===== src/rtl/ibg_pkg.sv =====
package ibg_pkg;
  typedef enum logic {
    BR_CTR = 1'b0,
    BR_LR  = 1'b1
  } br_kind_e;
endpackage


===== src/rtl/ibg_pend.sv =====
// Pending-write counter and architectural copy for one target register.
module ibg_pend #(
  parameter int unsigned DW = 32,
  parameter int unsigned CW = 2
) (
  input  logic          clk_i,
  input  logic          rst_ni,
  input  logic          flush_i,
  input  logic          issue_i,
  input  logic          done_i,
  input  logic [DW-1:0] done_data_i,
  output logic          busy_o,
  output logic          clr_o,
  output logic [DW-1:0] val_o
);
  localparam logic [CW-1:0] CNT_MAX = {CW{1'b1}};

  logic [CW-1:0] cnt_q, cnt_d;
  logic [DW-1:0] val_q;

  always_comb begin
    cnt_d = cnt_q;
    if (flush_i) cnt_d = '0;
    else if (issue_i && !done_i && cnt_q != CNT_MAX) cnt_d = cnt_q + 1'b1;
    else if (done_i && !issue_i && cnt_q != '0) cnt_d = cnt_q - 1'b1;
  end

  always_ff @(posedge clk_i or negedge rst_ni) begin
    if (!rst_ni) begin
      cnt_q <= '0;
      val_q <= '0;
    end else begin
      cnt_q <= cnt_d;
      if (done_i) val_q <= done_data_i;
    end
  end

  // busy/value as seen after this cycle's events
  assign busy_o = (cnt_d != '0);
  assign clr_o  = (cnt_q != '0) && (cnt_d == '0) && !flush_i;
  assign val_o  = done_i ? done_data_i : val_q;

  assert_issue_pends_R3: assert property (@(posedge clk_i) disable iff (!rst_ni)
    issue_i && !flush_i |=> cnt_q != '0);
endmodule


===== src/rtl/ibg_ras.sv =====
// Circular return-address stack with single checkpoint.
module ibg_ras #(
  parameter int unsigned AW    = 32,
  parameter int unsigned DEPTH = 4
) (
  input  logic          clk_i,
  input  logic          rst_ni,
  input  logic          push_i,
  input  logic [AW-1:0] push_addr_i,
  input  logic          pop_i,
  input  logic          ckpt_i,
  input  logic          restore_i,
  output logic [AW-1:0] top_o,
  output logic          empty_o
);
  localparam int unsigned PW = (DEPTH > 1) ? $clog2(DEPTH) : 1;
  localparam int unsigned NW = $clog2(DEPTH + 1);
  localparam logic [PW-1:0] SP_LAST = PW'(DEPTH - 1);
  localparam logic [NW-1:0] N_FULL  = NW'(DEPTH);

  logic [DEPTH-1:0][AW-1:0] mem_q;
  logic [PW-1:0] sp_q, cp_sp_q, sp_nxt, sp_prv;
  logic [NW-1:0] cnt_q, cp_cnt_q;
  logic          do_pop;

  assign sp_nxt = (sp_q == SP_LAST) ? '0 : sp_q + 1'b1;
  assign sp_prv = (sp_q == '0) ? SP_LAST : sp_q - 1'b1;
  assign do_pop = pop_i && (cnt_q != '0);

  always_ff @(posedge clk_i or negedge rst_ni) begin
    if (!rst_ni) begin
      for (int i = 0; i < int'(DEPTH); i++) mem_q[i] <= '0;
      sp_q     <= '0;
      cnt_q    <= '0;
      cp_sp_q  <= '0;
      cp_cnt_q <= '0;
    end else if (restore_i) begin
      sp_q  <= cp_sp_q;
      cnt_q <= cp_cnt_q;
    end else begin
      if (ckpt_i) begin
        cp_sp_q  <= sp_q;
        cp_cnt_q <= cnt_q;
      end
      if (push_i && do_pop) begin
        mem_q[sp_q] <= push_addr_i;
      end else if (push_i) begin
        mem_q[sp_nxt] <= push_addr_i;
        sp_q          <= sp_nxt;
        if (cnt_q != N_FULL) cnt_q <= cnt_q + 1'b1;
      end else if (do_pop) begin
        sp_q  <= sp_prv;
        cnt_q <= cnt_q - 1'b1;
      end
    end
  end

  assign top_o   = mem_q[sp_q];
  assign empty_o = (cnt_q == '0);

  assert_push_nonempty_R5: assert property (@(posedge clk_i) disable iff (!rst_ni)
    push_i && !restore_i |=> !empty_o);
endmodule


===== src/rtl/ibg_ctrl.sv =====
// Accept/hold decision, rename slot and registered outputs.
module ibg_ctrl
  import ibg_pkg::*;
#(
  parameter int unsigned AW = 32
) (
  input  logic          clk_i,
  input  logic          rst_ni,
  input  logic          flush_i,
  input  logic          br_valid_i,
  input  logic          br_lr_i,
  input  logic          br_cond_i,
  input  logic          cond_resolved_i,
  input  logic          cond_taken_i,
  input  logic          lr_busy_i,
  input  logic          lr_clr_i,
  input  logic [AW-1:0] lr_val_i,
  input  logic          ctr_busy_i,
  input  logic          ctr_clr_i,
  input  logic [AW-1:0] ctr_val_i,
  input  logic          ras_empty_i,
  input  logic [AW-1:0] ras_top_i,
  output logic          ras_pop_o,
  output logic          ras_ckpt_o,
  output logic          br_ready_o,
  output logic          stall_o,
  output logic          tgt_valid_o,
  output logic [AW-1:0] tgt_o
);
  br_kind_e      kind_q, kind_d, kind_in;
  logic          wait_q, wait_d, cond_q, cond_d, spec_q, spec_d, tv_q, tv_d, acc;
  logic [AW-1:0] tgt_q, tgt_d;

  assign kind_in    = br_kind_e'(br_lr_i);
  assign acc        = br_valid_i && !wait_q && !flush_i;
  assign ras_pop_o  = acc && (kind_in == BR_LR);
  assign ras_ckpt_o = acc;

  always_comb begin
    wait_d = wait_q;
    kind_d = kind_q;
    cond_d = cond_q;
    spec_d = spec_q;
    tv_d   = 1'b0;
    tgt_d  = tgt_q;
    if (wait_q) begin
      if (kind_q == BR_CTR) begin
        if (ctr_clr_i) begin
          wait_d = 1'b0; tv_d = 1'b1; tgt_d = ctr_val_i;
        end
      end else if (lr_clr_i) begin
        wait_d = 1'b0; tv_d = 1'b1; tgt_d = lr_val_i;
      end else if (cond_q && cond_resolved_i) begin
        if (!cond_taken_i) wait_d = 1'b0;
        else               cond_d = 1'b0;
      end
    end else if (acc) begin
      kind_d = kind_in;
      cond_d = br_cond_i;
      if (kind_in == BR_CTR) begin
        if (ctr_busy_i) wait_d = 1'b1;
        else begin tv_d = 1'b1; tgt_d = ctr_val_i; end
      end else if (!lr_busy_i) begin
        tv_d = 1'b1; tgt_d = lr_val_i;
      end else if (br_cond_i || spec_q || ras_empty_i) begin
        wait_d = 1'b1;
      end else begin
        tv_d = 1'b1; tgt_d = ras_top_i; spec_d = 1'b1;
      end
    end
    if (lr_clr_i) spec_d = 1'b0;
    if (flush_i) begin
      wait_d = 1'b0; cond_d = 1'b0; spec_d = 1'b0; tv_d = 1'b0;
    end
  end

  always_ff @(posedge clk_i or negedge rst_ni) begin
    if (!rst_ni) begin
      wait_q <= 1'b0;
      kind_q <= BR_CTR;
      cond_q <= 1'b0;
      spec_q <= 1'b0;
      tv_q   <= 1'b0;
      tgt_q  <= '0;
    end else begin
      wait_q <= wait_d;
      kind_q <= kind_d;
      cond_q <= cond_d;
      spec_q <= spec_d;
      tv_q   <= tv_d;
      tgt_q  <= tgt_d;
    end
  end

  assign br_ready_o  = !wait_q;
  assign stall_o     = wait_q;
  assign tgt_valid_o = tv_q;
  assign tgt_o       = tgt_q;

  assert_flush_quiet_R9: assert property (@(posedge clk_i) disable iff (!rst_ni)
    flush_i |=> !stall_o && !tgt_valid_o);
  assert_release_cause_R3: assert property (@(posedge clk_i) disable iff (!rst_ni)
    $fell(stall_o) && !$past(flush_i) |-> $past(ctr_clr_i || lr_clr_i || cond_resolved_i));
  assert_stall_needs_pend_R6: assert property (@(posedge clk_i) disable iff (!rst_ni)
    $rose(stall_o) |-> $past(lr_busy_i || ctr_busy_i));
endmodule


===== src/rtl/indirect_branch_gate.sv =====
module indirect_branch_gate #(
  parameter int unsigned ADDR_W    = 32,
  parameter int unsigned RAS_DEPTH = 4,
  parameter int unsigned PEND_W    = 2
) (
  input  logic              clk_i,
  input  logic              rst_ni,
  input  logic              flush_i,
  input  logic              lr_wr_issue_i,
  input  logic              lr_wr_done_i,
  input  logic [ADDR_W-1:0] lr_wr_data_i,
  input  logic              ctr_wr_issue_i,
  input  logic              ctr_wr_done_i,
  input  logic [ADDR_W-1:0] ctr_wr_data_i,
  input  logic              call_i,
  input  logic [ADDR_W-1:0] call_ret_addr_i,
  input  logic              br_valid_i,
  output logic              br_ready_o,
  input  logic              br_lr_i,
  input  logic              br_cond_i,
  input  logic              cond_resolved_i,
  input  logic              cond_taken_i,
  output logic              stall_o,
  output logic              tgt_valid_o,
  output logic [ADDR_W-1:0] tgt_o
);
  localparam int unsigned NREG = 2; // 0: count register, 1: link register

  logic [NREG-1:0]             iss, dn, busy, clr;
  logic [NREG-1:0][ADDR_W-1:0] dat, val;
  logic [ADDR_W-1:0]           ras_top;
  logic                        ras_empty, ras_pop, ras_ckpt;

  assign iss = {lr_wr_issue_i, ctr_wr_issue_i};
  assign dn  = {lr_wr_done_i,  ctr_wr_done_i};
  assign dat = {lr_wr_data_i,  ctr_wr_data_i};

  for (genvar g = 0; g < NREG; g++) begin : g_reg
    ibg_pend #(.DW(ADDR_W), .CW(PEND_W)) u_pend (
      .clk_i       (clk_i),
      .rst_ni      (rst_ni),
      .flush_i     (flush_i),
      .issue_i     (iss[g]),
      .done_i      (dn[g]),
      .done_data_i (dat[g]),
      .busy_o      (busy[g]),
      .clr_o       (clr[g]),
      .val_o       (val[g])
    );
  end

  ibg_ras #(.AW(ADDR_W), .DEPTH(RAS_DEPTH)) u_ras (
    .clk_i       (clk_i),
    .rst_ni      (rst_ni),
    .push_i      (call_i && !flush_i),
    .push_addr_i (call_ret_addr_i),
    .pop_i       (ras_pop),
    .ckpt_i      (ras_ckpt),
    .restore_i   (flush_i),
    .top_o       (ras_top),
    .empty_o     (ras_empty)
  );

  ibg_ctrl #(.AW(ADDR_W)) u_ctrl (
    .clk_i           (clk_i),
    .rst_ni          (rst_ni),
    .flush_i         (flush_i),
    .br_valid_i      (br_valid_i),
    .br_lr_i         (br_lr_i),
    .br_cond_i       (br_cond_i),
    .cond_resolved_i (cond_resolved_i),
    .cond_taken_i    (cond_taken_i),
    .lr_busy_i       (busy[1]),
    .lr_clr_i        (clr[1]),
    .lr_val_i        (val[1]),
    .ctr_busy_i      (busy[0]),
    .ctr_clr_i       (clr[0]),
    .ctr_val_i       (val[0]),
    .ras_empty_i     (ras_empty),
    .ras_top_i       (ras_top),
    .ras_pop_o       (ras_pop),
    .ras_ckpt_o      (ras_ckpt),
    .br_ready_o      (br_ready_o),
    .stall_o         (stall_o),
    .tgt_valid_o     (tgt_valid_o),
    .tgt_o           (tgt_o)
  );
endmodule


===== config.mk =====
export PLATFORM = sky130hd
export DESIGN_NAME = indirect_branch_gate
export DESIGN_NICKNAME = d
export VERILOG_FILES = /design/src/rtl/ibg_pkg.sv /design/src/rtl/ibg_pend.sv /design/src/rtl/ibg_ras.sv /design/src/rtl/ibg_ctrl.sv /design/src/rtl/indirect_branch_gate.sv
export SDC_FILE = /design/constraint.sdc
export NUM_CORES = 1
export LEC_CHECK = 0
export ABC_AREA = 1
export CAP_MARGIN = 20
export CELL_PAD_IN_SITES_DETAIL_PLACEMENT = 1
export CELL_PAD_IN_SITES_GLOBAL_PLACEMENT = 1
export CORE_ASPECT_RATIO = 0.75
export CORE_MARGIN = 1.5
export CORE_UTILIZATION = 41
export CTS_CLUSTER_SIZE = 20
export DETAILED_ROUTE_END_ITERATION = 16
export GPL_ROUTABILITY_DRIVEN = 0
export PLACE_DENSITY = 0.85
export SKIP_CTS_REPAIR_TIMING = 1
export SYNTH_ARGS = -nofsm -noshare
export SYNTH_HDL_FRONTEND = slang
export SYNTH_SLANG_ARGS = --single-unit

===== constraint.sdc =====
create_clock -name clk_i -period 3 [get_ports clk_i]
set_clock_uncertainty 0.2 [all_clocks]
set_input_delay 0.45 -clock clk_i [delete_from_list [all_inputs] [get_ports clk_i]]
set_output_delay 0.45 -clock clk_i [all_outputs]
set_load 0.02 [all_outputs]

Word-level counts from Yosys, hierarchy flattened --
Cells that the tools add are included.
Word-level totals: flip-flop bits (word level) 243, input bits 109, output and inout bits 35, word-level logic and storage cells 175
Operators by class: add/subtract/negate cells 8, $lt $le $gt $ge 4, equality and inequality tests 16, mux-type cells 74, bitwise logic cells 2, reductions and logical operators 53
Operator list (number):
- 2-to-1 mux 32 bit | 14
- bitwise mux 128 bit | 2
- 2-to-1 mux 128 bit | 2
- demux 32 bit (select 2 bit) | 2
- binary-select mux 32 bit (select 2 bit) | 1
- 2-to-1 mux 1 bit | 36
- 2-to-1 mux 2 bit | 12
- != test 3 bit (second input constant) | 8
- logical AND 1 bit | 21
- nonzero test 3 bit | 6
- 2-to-1 mux 3 bit | 5
- AND reduction 5 bit | 3
- nonzero test 2 bit | 6
- != test 3 x 2 -> 1 bit (second input constant) | 3
- AND reduction 2 bit | 4
- adder 2 x 1 -> 2 bit (second input constant) | 3
- zero test 1 bit | 6
- zero test 2 bit | 3
- less-than comparator 2 x 3 -> 1 bit (second input constant) | 2
- != test 2 bit (second input constant) | 3
- subtractor 2 x 1 -> 2 bit (second input constant) | 3
- greater-or-equal comparator 2 x 1 -> 1 bit (second input constant) | 2
- != test 4 bit (second input constant) | 1
- adder 3 x 1 -> 3 bit (second input constant) | 1
- other kinds (6) | 8

Longest topological paths before layout --
depth after elaboration 13, gate-level depth with buffers 15, depth with buffers taken out 14

Modules after synthesis --
A second synthesis with hierarchy kept.
Second synthesis, totals: cell total of the unflattened synthesis 1631, area, all modules 12548.3 um^2
Modules (own cells, without submodules):
- ibg_ras | instances 1, cells an instance 837, area an instance 6693.9 um^2
- ibg_ctrl | instances 1, cells an instance 466, area an instance 3016.6 um^2
- ibg_pend | instances 2, cells an instance 163, area an instance 1413.9 um^2
- indirect_branch_gate | instances 1, cells an instance 2, area an instance 10.0 um^2

Worst setup path before layout --
No wires, ideal clock.
kind flip-flop to flip-flop, start point reg u_ras.sp_q[0], end point reg u_ras.mem_q[10] (netlist bit), setup time 130 ps, arrival time 1910 ps, setup slack 760 ps, cell stages (with the launch flop) 11, period minus slack after synthesis 2240 ps, cells stage by stage dfrtp_1 > inv_1 > clkbuf_1 > clkbuf_1 > ha_1 > inv_1 > a21oi_1 > o21ai_2 > buf_2 > nand2_1 > o21ai_0
Between the ends: cells in the longest elaborated chain, start to end 9
Ends and longest elaborated chain:
- from (decl) | RTL line ibg_ras.sv:22 | logic [PW-1:0] sp_q, cp_sp_q, sp_nxt, sp_prv;
- from (signal assigned) | RTL line ibg_ras.sv:38 | sp_q <= cp_sp_q;
- from (signal assigned) | RTL line ibg_ras.sv:49 | sp_q <= sp_nxt;
- from (signal assigned) | RTL line ibg_ras.sv:52 | sp_q <= sp_prv;
- adder 2 x 1 -> 2 bit or == test 2 bit (tied branches) | RTL line ibg_ras.sv:26 | assign sp_nxt = (sp_q == SP_LAST) ? '0 : sp_q + 1'b1;
- 2-to-1 mux 2 bit | RTL line ibg_ras.sv:26
- less-than comparator 2 x 3 -> 1 bit (implied by the code) or greater-or-equal comparator 2 x 1 -> 1 bit (tied branches) | RTL line ibg_ras.sv:48 | mem_q[sp_nxt] <= push_addr_i;
- logical AND 1 bit (implied by the code) | RTL line ibg_ras.sv:48
- 2-to-1 mux 32 bit (implied by the code) | RTL line ibg_ras.sv:48
- demux 32 bit (select 2 bit)
- bitwise mux 128 bit | RTL line ibg_ras.sv:48
- 2-to-1 mux 128 bit | RTL line ibg_ras.sv:47 | end else if (push_i) begin
- 2-to-1 mux 128 bit (*) | RTL line ibg_ras.sv:45 | if (push_i && do_pop) begin
- to (signal, indexed assignment) | RTL line ibg_ras.sv:46 | mem_q[sp_q] <= push_addr_i;
- to (signal, indexed assignment) | RTL line ibg_ras.sv:48
- to (decl) | RTL line ibg_ras.sv:21 | logic [DEPTH-1:0][AW-1:0] mem_q;
Every way passes the cells marked *; elsewhere a longest branch is shown, timed or not. The select of a mux whose other input is x is not followed. A chain may end at the register's enable or synchronous reset.

Final worst setup path --
start point reg u_ras.sp_q[0], end point reg u_ctrl.tgt_q[2] (netlist: u_ctrl.tgt_o[2])
Between the ends: cells in the longest elaborated chain, start to end 7
Ends and longest elaborated chain:
- binary-select mux 32 bit (select 2 bit) | RTL line ibg_ras.sv:58 | assign top_o = mem_q[sp_q];
- 2-to-1 mux 32 bit (implied by the code) | RTL line ibg_ras.sv:58
- 2-to-1 mux 32 bit | RTL line ibg_ctrl.sv:65 | end else if (br_cond_i || spec_q || ras_empty_i) begin
- 2-to-1 mux 32 bit | RTL line ibg_ctrl.sv:63 | end else if (!lr_busy_i) begin
- 2-to-1 mux 32 bit | RTL line ibg_ctrl.sv:60 | if (kind_in == BR_CTR) begin
- 2-to-1 mux 32 bit | RTL line ibg_ctrl.sv:57 | end else if (acc) begin
- 2-to-1 mux 32 bit | RTL line ibg_ctrl.sv:46 | if (wait_q) begin
- to (signal assigned) | RTL line ibg_ctrl.sv:91 | tgt_q <= tgt_d;
- to (decl) | RTL line ibg_ctrl.sv:32 | logic [AW-1:0] tgt_q, tgt_d;
Every way passes these cells. The select of a mux whose other input is x is not followed.

==> impl_metrics.csv <==
group,metric,value,unit
detailed_routing,antenna_left,0,
floorplan,initial_core_util,41.9,%
timing,relSlewSlack,55.9,%
setup_path,r2r_start,"u_ras.sp_q[0]",
detailed_routing,detail_route.vias_per_cell,5.46,
finish,drive_gt1_share,6.20,%
grt,grt_usage,27.0,%
power_and_ir_drop,leakage,7.07,nW
setup_path,cp_slowest_cell,"buf_4",
logic_synthesis,ys.flop_type,"dfrtp_1",
logic_synthesis,seq_area_frac_synth,51.5,%
logic_synthesis,synth_common_cells,"484 x nand2_1, 257 x o21ai_0, 243 x dfrtp_1, 112 x nor2_1, 106 x nand3_1",
setup_path,cp.depth,10,
grt,grt_pass1_wl,63200,um
logic_synthesis,synth-seq-cells,243,
floorplan,num_rows,53,
finish,syn_to_final_growth,23.7,%
detailed_routing,wl,39600,um
grt,overflow,0,
finish,layout.cells.non_filler,2030,
min_path,min_path_cells,3,
setup_path,cpMostUsedCell,"nand2_1",
clocking,htree_num_levels,1,
setup_path,rr_endpoint,"u_ctrl.tgt_o[2]",
setup_path,path_cells,"buf_4 > buf_4 > o21ai_0 > o22ai_1 > nand2_1 > nand3_1 > nand2_1 > o21ai_0 > nand2_1 > nand2_1",
logic_synthesis,synth_edf_count,0,
min_path,min_path_type,"in -> reg",
logic_synthesis,synth_area_leaders,"dfrtp_1 51%, nand2_1 15%, o21ai_0 11%, nand3_1 4.5%, nor2_1 3.6%",
timing,setup_tns,0,ns
logic_synthesis,synthCells,1518,
logic_synthesis,synthArstFlopShare,100,%
detailed_routing,wl_per_cell,19.5,um
detailed_routing,vias,11100,
detailed_routing,first_pass_iters,5,
timing,fmaxAchievable,0.390,GHz
setup_path,cp_data_required_time,3.28,ns
clocking,cts_tree,"done",
timing,fin_crit_sh,85.4,%
job,max_cap_violations,0,
setup_path,end_kind,"flip-flop",
finish,final.fill_count,3379,
floorplan,die_area,29800,um^2
clocking,clock-sinks,243,
detailed_routing,drc,0,
outcome,status,"complete, no violations",
clocking,worstSkewPairLatency,0.54,ns
timing,setup_viol,0,
placement,postPlaceCellArea,13700,um^2
finish,postLayoutCellArea,14600,um^2
setup_path,path_max_fanout,39,
logic_synthesis,netlist.area_leader.share,51.5,%
clocking,clk_path_buf_depth,3,
timing,min_period,2.56,ns
timing,slew_violations,0,
power_and_ir_drop,powerDensity,907,nW/um^2
timing,hold_viol_final,0,
finish,nets,1748,
clocking,cts_buffers,26,
floorplan,die_height,150,um
timing,worst_slew_pin_slew,0.662,ns
logic_synthesis,synth_top_area_cell,"dfrtp_1",
grt,grt_max_degree,67,
grt,grt_pass1_vias,11400,
logic_synthesis,yosys_warnings,0,
timing,rsz0062_at_grt,"false",
placement,port-buffer-count,143,
setup_path,cp-start-kind,"flip-flop",
logic_synthesis,synth_fp_nets,1638,
logic_synthesis,yosysUniqueCellTypes,37,
floorplan,die_w,199,um
clocking,clockRootBuffer,"clkbuf_16",
setup_path,crit_path_max_incr_delay,0.43,ns
clocking,clkTransAtPathRegs,0.06,ns
floorplan,core,28200,um^2
setup_path,critPathTopFamily,"buffers and inverters",
setup_path,critPathBufInv,2,
placement,dp_cells,1984,
setup_path,arrival,2.84,ns
detailed_routing,drt_iter0_drc,685,
logic_synthesis,syn_avg_cell_area,7.78,um^2
logic_synthesis,synth.most_common_cell,"nand2_1",
floorplan,pin_count,144,
setup_path,ff2ff_path_depth,10,
setup_path,worstSetupPathType,"reg -> reg",
setup_path,crit_path_end,"u_ctrl.tgt_o[2]",
logic_synthesis,synthesis.area,11800,um^2
setup_path,worst-r2r-setup-slack,0.44,ns
placement,dp_hpwl,25900,um
grt,antenna_found_initial,1,
setup_path,crit_start,"u_ras.sp_q[0]",
power_and_ir_drop,ir_worst_vdd,0.425,mV
timing,whs,0.106,ns
-- tightest hold or removal path, delay by kind of cell --
kind	cells	cell delay, ns
AND/OR/NAND/NOR	2	0.17
buffers and inverters	1	0.17
-- metal layers --
layer / part of all wire [%] / wire, um / GRT usage, %
met1: 45 / 17700 / 37.2
met2: 47 / 18700 / 44.5
met3: 5.8 / 2300 / 4.76
met4: 2.3 / 894 / 6.48
met5: 0 / 0 / 0
-- how the worst min path moves through the flow --
stage	start	slack, ns	to
4_1_cts	rst_ni	-0.33	u_ras.cnt_q[0]
2_1_floorplan	rst_ni	-0.05	g_reg[0].u_pend.cnt_q[0]
6_report	lr_wr_done_i	0.11	g_reg[1].u_pend.val_q[27]
3_3_place_gp	rst_ni	0.22	u_ras.cp_cnt_q[0]
3_5_place_dp	rst_ni	0.23	u_ras.cp_cnt_q[0]
5_1_grt	lr_wr_done_i	0.14	g_reg[1].u_pend.val_q[27]
-- metrics by stage --
| stage | total power, W | worst slack, ns | utilization, % |
|---|---|---|---|
| after floorplan | 0.00779 | 0.760 | - |
| after global placement | 0.00946 | 0.252 | 48.5 |
| after detailed placement | 0.00975 | 0.211 | 48.5 |
| after CTS | 0.0133 | 0.458 | 51.8 |
| after global routing | 0.0141 | 0.249 | 51.8 |
| final | 0.0132 | 0.437 | 51.8 |
-- power by group --
group          leakage, nW  switching, W  internal [W]
clock                0.454       0.00134       0.00214
combinational         3.60       0.00288       0.00172
sequential            3.02      0.000710       0.00447
total                 7.07       0.00493       0.00832
-- layout by cell type, fill, tap and decap left out, types with 10 or more instances in the layout --
cell	n
buf_12	10
buf_4	26
clkbuf_16	27
clkdlybuf4s50_1	140
dfrtp_1	242
ha_1	10
inv_1	90
nand2_1	484
nand3_1	106
nor2_1	112
o21ai_0	257
o21ai_1	46
o22ai_1	32
-- logic make-up after synthesis --
kind of cell,share of synthesized area [%]
adders and majority gates,1.23
buffers and inverters,6.92
AOI/OAI and AO/OA,15.6
DFF,51.5
and+or+nand+nor,24.7
xor gates and xnor gates,0.0742
-- sequential cells by signal, indices dropped and copies added, names as in the netlist --
signal,cells
u_ctrl.tgt_valid_o,1
u_ras.cp_cnt_q,3
u_ctrl.stall_o,1
u_ctrl.spec_q,1
g.u_pend.val_q,64
u_ctrl.cond_q,1
u_ras.mem_q,128
u_ctrl.kind_q,1
u_ras.cp_sp_q,2
u_ras.sp_q,2
u_ras.cnt_q,3
u_ctrl.tgt_o,32
g.u_pend.cnt_q,4
-- final cells by class --
class	count	area (um^2)	area share [%]
diodes	1	2.50	0.0171
clock buffers	36	779	5.34
clock inverters	8	143	0.977
inverters	95	357	2.44
multi-input cells	1082	4930	33.7
flip-flops and latches	243	6080	41.7
well taps	385	482	3.30
repair buffers	180	1830	12.5
No activity file was read; power rests on OpenSTA's default activity.
